## src/rtl/dif_pkg.sv

```systemverilog
package dif_pkg;
    localparam int INSTR_W   = 32;
    localparam int FETCH_W   = 64;
    localparam int CLASS_BIT = INSTR_W - 1;

    typedef enum logic {
        MODE_SINGLE = 1'b0,
        MODE_DUAL   = 1'b1
    } issue_mode_e;
endpackage

```

## src/rtl/dif_route.sv

```systemverilog
module dif_route
    import dif_pkg::*;
(
    input  logic               run_i,
    input  issue_mode_e        mode_i,
    input  logic               half_i,
    input  logic [FETCH_W-1:0] fetch_i,
    input  logic               core_ready_i,
    input  logic               fg_ready_i,
    output logic               core_valid_o,
    output logic               fg_valid_o,
    output logic [INSTR_W-1:0] core_instr_o,
    output logic [INSTR_W-1:0] fg_instr_o,
    output logic               fire_o
);
    localparam int HALVES = FETCH_W / INSTR_W;

    logic [INSTR_W-1:0] half_w [HALVES];
    logic [INSTR_W-1:0] pick_w;
    logic               is_fg;

    for (genvar h = 0; h < HALVES; h++) begin : g_half
        assign half_w[h] = fetch_i[h*INSTR_W +: INSTR_W];
    end

    always_comb begin
        pick_w = half_i ? half_w[1] : half_w[0];
        is_fg  = pick_w[CLASS_BIT];
        if (mode_i == MODE_DUAL) begin
            core_valid_o = run_i;
            fg_valid_o   = run_i;
            core_instr_o = half_w[0];
            fg_instr_o   = half_w[1];
            fire_o       = run_i & core_ready_i & fg_ready_i;
        end else begin
            core_valid_o = run_i & ~is_fg;
            fg_valid_o   = run_i & is_fg;
            core_instr_o = pick_w;
            fg_instr_o   = pick_w;
            fire_o       = (core_valid_o & core_ready_i) | (fg_valid_o & fg_ready_i);
        end
    end
endmodule

```

## src/rtl/dif_next.sv

```systemverilog
module dif_next
    import dif_pkg::*;
#(
    parameter int AW = 16
) (
    input  logic          fire_i,
    input  logic [AW-1:0] pc_i,
    input  issue_mode_e   mode_i,
    input  logic          slot_i,
    input  logic [AW-1:0] slot_tgt_i,
    input  logic          dual_req_i,
    input  logic          br_req_i,
    input  logic          br_delayed_i,
    input  logic [AW-1:0] br_target_i,
    output logic [AW-1:0] pc_o,
    output issue_mode_e   mode_o,
    output logic          slot_o,
    output logic [AW-1:0] slot_tgt_o,
    output logic          fault_o
);
    localparam int STEP_S = INSTR_W / 8;
    localparam int STEP_D = FETCH_W / 8;
    localparam int SUB_W  = $clog2(STEP_S);
    localparam int PAIR_W = $clog2(STEP_D);

    logic [AW-1:0] seq_pc;
    logic [AW-1:0] tgt_al;
    logic [AW-1:0] nxt_pc;

    always_comb begin
        seq_pc = pc_i + ((mode_i == MODE_DUAL) ? AW'(STEP_D) : AW'(STEP_S));
        tgt_al = br_target_i;
        tgt_al[SUB_W-1:0] = '0;

        nxt_pc     = pc_i;
        mode_o     = mode_i;
        slot_o     = slot_i;
        slot_tgt_o = slot_tgt_i;
        fault_o    = 1'b0;

        if (fire_i) begin
            if (slot_i) begin
                nxt_pc  = slot_tgt_i;
                slot_o  = 1'b0;
                fault_o = br_req_i;
            end else if (br_req_i) begin
                if (br_delayed_i) begin
                    nxt_pc     = seq_pc;
                    slot_o     = 1'b1;
                    slot_tgt_o = tgt_al;
                end else begin
                    nxt_pc = tgt_al;
                end
            end else begin
                nxt_pc = seq_pc;
            end
            mode_o = (dual_req_i && (nxt_pc[PAIR_W-1:0] == '0)) ? MODE_DUAL : MODE_SINGLE;
        end
        pc_o = nxt_pc;
    end
endmodule

```

## src/rtl/dual_issue_fetch.sv

```systemverilog
module dual_issue_fetch
    import dif_pkg::*;
#(
    parameter int            AW       = 16,
    parameter logic [AW-1:0] RESET_PC = '0
) (
    input  logic               clk,
    input  logic               rst_n,
    input  logic               dual_mode_i,
    output logic [AW-1:0]      imem_addr_o,
    input  logic [FETCH_W-1:0] imem_data_i,
    output logic [AW-1:0]      issue_pc_o,
    output logic               dual_active_o,
    output logic               core_valid_o,
    input  logic               core_ready_i,
    output logic [INSTR_W-1:0] core_instr_o,
    output logic               fg_valid_o,
    input  logic               fg_ready_i,
    output logic [INSTR_W-1:0] fg_instr_o,
    input  logic               br_req_i,
    input  logic               br_delayed_i,
    input  logic [AW-1:0]      br_target_i,
    output logic               br_fault_o
);
    localparam int WORD_OFF = $clog2(FETCH_W / 8);
    localparam int HALF_BIT = $clog2(INSTR_W / 8);

    typedef struct packed {
        logic          run;
        logic [AW-1:0] pc;
        issue_mode_e   mode;
        logic          slot;
        logic [AW-1:0] tgt;
        logic          fault;
    } fetch_state_t;

    fetch_state_t st_q, st_d;
    logic         fire;
    logic         slot_q;

    logic [AW-1:0] n_pc, n_tgt;
    issue_mode_e   n_mode;
    logic          n_slot, n_fault;

    dif_route u_route (
        .run_i        (st_q.run),
        .mode_i       (st_q.mode),
        .half_i       (st_q.pc[HALF_BIT]),
        .fetch_i      (imem_data_i),
        .core_ready_i (core_ready_i),
        .fg_ready_i   (fg_ready_i),
        .core_valid_o (core_valid_o),
        .fg_valid_o   (fg_valid_o),
        .core_instr_o (core_instr_o),
        .fg_instr_o   (fg_instr_o),
        .fire_o       (fire)
    );

    dif_next #(.AW(AW)) u_next (
        .fire_i       (fire),
        .pc_i         (st_q.pc),
        .mode_i       (st_q.mode),
        .slot_i       (st_q.slot),
        .slot_tgt_i   (st_q.tgt),
        .dual_req_i   (dual_mode_i),
        .br_req_i     (br_req_i),
        .br_delayed_i (br_delayed_i),
        .br_target_i  (br_target_i),
        .pc_o         (n_pc),
        .mode_o       (n_mode),
        .slot_o       (n_slot),
        .slot_tgt_o   (n_tgt),
        .fault_o      (n_fault)
    );

    always_comb begin
        st_d       = st_q;
        st_d.run   = 1'b1;
        st_d.pc    = n_pc;
        st_d.mode  = n_mode;
        st_d.slot  = n_slot;
        st_d.tgt   = n_tgt;
        st_d.fault = n_fault;
    end

    always_ff @(posedge clk or negedge rst_n) begin
        if (!rst_n) begin
            st_q <= '{run: 1'b0, pc: RESET_PC, mode: MODE_SINGLE,
                      slot: 1'b0, tgt: '0, fault: 1'b0};
        end else begin
            st_q <= st_d;
        end
    end

    always_comb begin
        imem_addr_o = st_q.pc;
        imem_addr_o[WORD_OFF-1:0] = '0;
    end

    assign issue_pc_o    = st_q.pc;
    assign dual_active_o = (st_q.mode == MODE_DUAL);
    assign br_fault_o    = st_q.fault;
    assign slot_q        = st_q.slot;
endmodule

```

## config.mk

```make
export PLATFORM = sky130hd
export DESIGN_NAME = dual_issue_fetch
export DESIGN_NICKNAME = d
export VERILOG_FILES = /design/src/rtl/dif_pkg.sv /design/src/rtl/dif_route.sv /design/src/rtl/dif_next.sv /design/src/rtl/dual_issue_fetch.sv
export SDC_FILE = /design/constraint.sdc
export NUM_CORES = 1
export LEC_CHECK = 0
export ABC_CLOCK_PERIOD_IN_PS = 4900
export BUFFER_PORTS_ARGS = -buffer_cell sky130_fd_sc_hd__buf_4
export CELL_PAD_IN_SITES_DETAIL_PLACEMENT = 0
export CELL_PAD_IN_SITES_GLOBAL_PLACEMENT = 1
export CORE_AREA = 3 3 99 101
export DETAILED_ROUTE_END_ITERATION = 10
export DIE_AREA = 0 0 102 104
export PLACE_DENSITY_LB_ADDON = 0.1
export SKIP_LAST_GASP = 1
export SLEW_MARGIN = 15
export SYNTH_ARGS = -nofsm -noshare
export SYNTH_HDL_FRONTEND = slang
export SYNTH_SLANG_ARGS = --single-unit
```

## constraint.sdc

```tcl
create_clock -name clk -period 4.9 [get_ports clk]
set_clock_uncertainty 0.2 [all_clocks]
set_input_delay 0.98 -clock clk [delete_from_list [all_inputs] [get_ports clk]]
set_output_delay 0.98 -clock clk [all_outputs]
set_load 0.01 [all_outputs]
```

==> metrics.md <==
| Metric | Value |
|---|---|
| Core area | `around 9100 µm²` |
| CTS tree | `done` |
| Area Overhead vs Synth | `42.6%` |
| Routed vias | `between 2k and 3k` |
| Top-area cell type share of the netlist area | `between 20 and 30%` |
| CP Class | `reg2out` |
| Pins over their slew limit | `0` |
| Cell area after synthesis | `between 3000 and 4000 µm²` |
| Post-DP Area | `about 4200 µm²` |
| Most common cell after layout, fill and taps aside | `buf_4` |
| Worst EP arrival | `2.31 ns` |
| Top-level port count | `approximately 190` |
| Final instance area | `between 4000 and 5000 µm²` |
| Ratio of cells with drive above 1 in the final layout | `~62%` |
| Post-DR wirelength/cell | `about 17 µm` |
| Final setup vio count | `0` |
| Share of the yosys chip area belonging to registers | `between 20% and 30%` |
| Switching portion of total power | `between 40% and 50%` |
| Initial Utilization | `33.2%` |
| Final period utilization | `71.3%` |
| Die height | `between 100 and 150 µm` |
| Num rows | `35` |
| Startpoint types | `flop` |
| Pwr dens | `~540 nW/µm²` |
| Tightest Hold Check Type | `reg2reg` |
| Die ar. | `~11000 µm²` |
| CP Max Fanout | `22` |
| CTS sink count | `34` |
| Skew-Pair Late Insertion Delay | `around 0.28 ns` |
| Clk slew on worst S/H paths | `0.07 ns` |
| Syn Area/Cell | `10.1 µm²` |
| Most frequent CP cell | `buf_4` |
| Yosys warns | `0` |
| Yosys top cell by area | `dfrtp_1` |
| Final Non-Filler Cells | `around 560` |
| Vias in the first global route | `3047` |
| Part of the power in registers | `24.9%` |
| Sw Pwr | `around 970 µW` |
| Rel. slew slack | `between 30% and 40%` |
| Global Route Usage Sum | `about 18%` |
| Largest net degree at the start of global routing | `35` |
| CP Data Required Time | `around 3.7 ns` |
| Setup repair bufs after CTS | `0` |
| Slowest CP cell | `nor2b_2` |
| Max clock buf depth | `2` |
| Most frequent cells in the layout | `buf_4, mux2_2, dfrtp_1` |
| DRT Wirelength | `about 9500 µm` |
| Highest Clock Rate | `0.286 GHz` |
| CP Cell Sequence | `nor2b_2, buf_4, mux2_2, buf_4` |
| Number of synthesized flops with an enable pin | `0` |
| Netlist cell types | `51` |
| RSZ-0062 raised after global routing | `false` |
| Worst ir drop on vdd | `0.000188 V` |
| Drt via density | `a little over 5` |
| Yosys reg bits | `34` |
| Worst Setup End Kind | `primary output` |
| H-tree depth | `2` |
| Num CTS Buffers | `5` |
| First-pass GRT wire length | `between 10000 and 15000 µm` |
| CTS Hold Bufs | `0` |
| First DRT Iteration DRCs | `around 130` |
| DRC Markers | `0` |
| Post-Synthesis Cells | `300` |
| Area contributors post-synth | `dfrtp_1, mux2_2, buf_4, mux2_4, o21ai_0` |
| Gpl congestion | `0.719` |
| Slowest cell delay on critical path | `roughly 0.54 ns` |
| Combinational Power Share | `between 60 and 70%` |
| Drt pass-1 iters | `4` |
| Clock power share | `9.3%` |
| FILL cells | `between 800 and 900` |
| Internal | `between 1000 and 1500 µW` |
| Initial antenna violation count | `0` |
| Worst slew pin tran | `a little over 1 ns` |
| Root Driver | `clkbuf_8` |
| Hold Vio Cnt, Final | `0` |
| TNS Setup | `0 ns` |
| GR Overflow Total | `0` |
| Status | `finished clean` |
| Static leakage power | `0.00202 µW` |
| DP HPWL | `approximately 7300 µm` |
| Antenna-violating nets left | `0` |
| Number of nets in the layout | `~530` |
| Max_cap viols | `0` |
| Period minus WS final | `around 3.5 ns` |
| Post-Place Cells | `547` |
| Port bufs | `~180` |
| FFs w/ async S/R, synth | `100%` |
| Post-CTS resize count | `0` |
| Inserted Diodes | `0` |
| Die Width | `102 µm` |
| Post-layout util | `a little under half` |
| Main flop type after synthesis | `dfrtp_1` |
## through the flow
stage	total power [µW]	hold WS (ns)	setup WS (ns)
2_1_floorplan	1610	0.270	2.12
3_3_place_gp	2140	0.282	1.63
3_5_place_dp	2150	0.293	1.63
4_1_cts	2380	0.310	1.38
5_1_grt	2530	0.331	1.26
6_report	2350	0.305	1.41
## final timing paths
kind,from,end,slack (ns),cells after the start
max,dual_active_o,core_instr_o[12],1.41,4
min,st_q[5],st_q[5],0.31,1
max reg2reg,dual_active_o,issue_pc_o[14],1.97,8
min reg2reg,st_q[5],st_q[5],0.31,1
max in group asynchronous,rst_n,br_fault_o,3.75,1
min in group asynchronous,rst_n,st_q[10],0.44,1
## logic make-up after synthesis
group / after synthesis / share of synthesized area [%]
buffers and inverters: 58 / 12.0
adders and majority gates: 3 / 1.49
AOI/OAI and AO/OA: 54 / 13.6
and+or+nand+nor: 62 / 11.0
muxes: 85 / 33.0
DFF: 34 / 28.1
other: 2 / 0.248
xor gates and xnor gates: 2 / 0.579
## critical path, delay by kind of cell, from the launching register on
kind          cells  cell delay [ns]
simple gates      1             0.54
flops             1             0.53
mux               1             0.39
buf+inv           2             0.55
## flip-flops by register name, indices dropped and copies added (netlist names)
signal	flops
issue_pc_o	16
dual_active_o	1
br_fault_o	1
slot_q	1
st_q	15
## power groups by stage
stage               combinational [µW]  sequential (µW)  clock (µW)
detailed placement                1560              591           0
global placement                  1560              585           0
CTS                               1560              586         225
global route                      1680              615         241
floorplan                         1100              515           0
finish                            1540              584         218
## layer usage
layer / track usage, % / vias to the layer above / wire, µm
met2: 31.9 / 124 / 4820
li1: - / 1363 / -
met3: 4.63 / 5 / 701
met1: 20.3 / 1332 / 3890
met4: 3.56 / 0 / 74
met5: 0 / - / 0
## cell usage after synthesis, types with 3 or more instances
cell       instances
mux2_2            69
dfrtp_1           34
buf_4             32
nand2_1           16
clkbuf_1          12
mux2_4            12
o21ai_0           12
inv_1              9
nor2_1             9
nor3_1             7
a31oi_1            6
nand2b_1           5
a21oi_1            4
and3_1             4
o21a_1             4
o22a_1             4
o2bb2ai_1          4
a221oi_1           3
buf_1              3
nand3_1            3
nor2b_1            3
nor4_1             3
or3_1              3
## layout make-up
| cell class | instances | area [µm²] | area share, % |
|---|---|---|---|
| Multi-Input combinational cell | 210 | 1830 | 42.3 |
| Timing Repair Buffer | 183 | 1370 | 31.8 |
| Sequential cell | 34 | 851 | 19.7 |
| Tap cell | 111 | 139 | 3.22 |
| Clock buffer | 7 | 86.3 | 2.00 |
| Inverter | 9 | 33.8 | 0.783 |
| Clock inverter | 1 | 5.00 | 0.116 |
(Power assumes the default switching activity.)
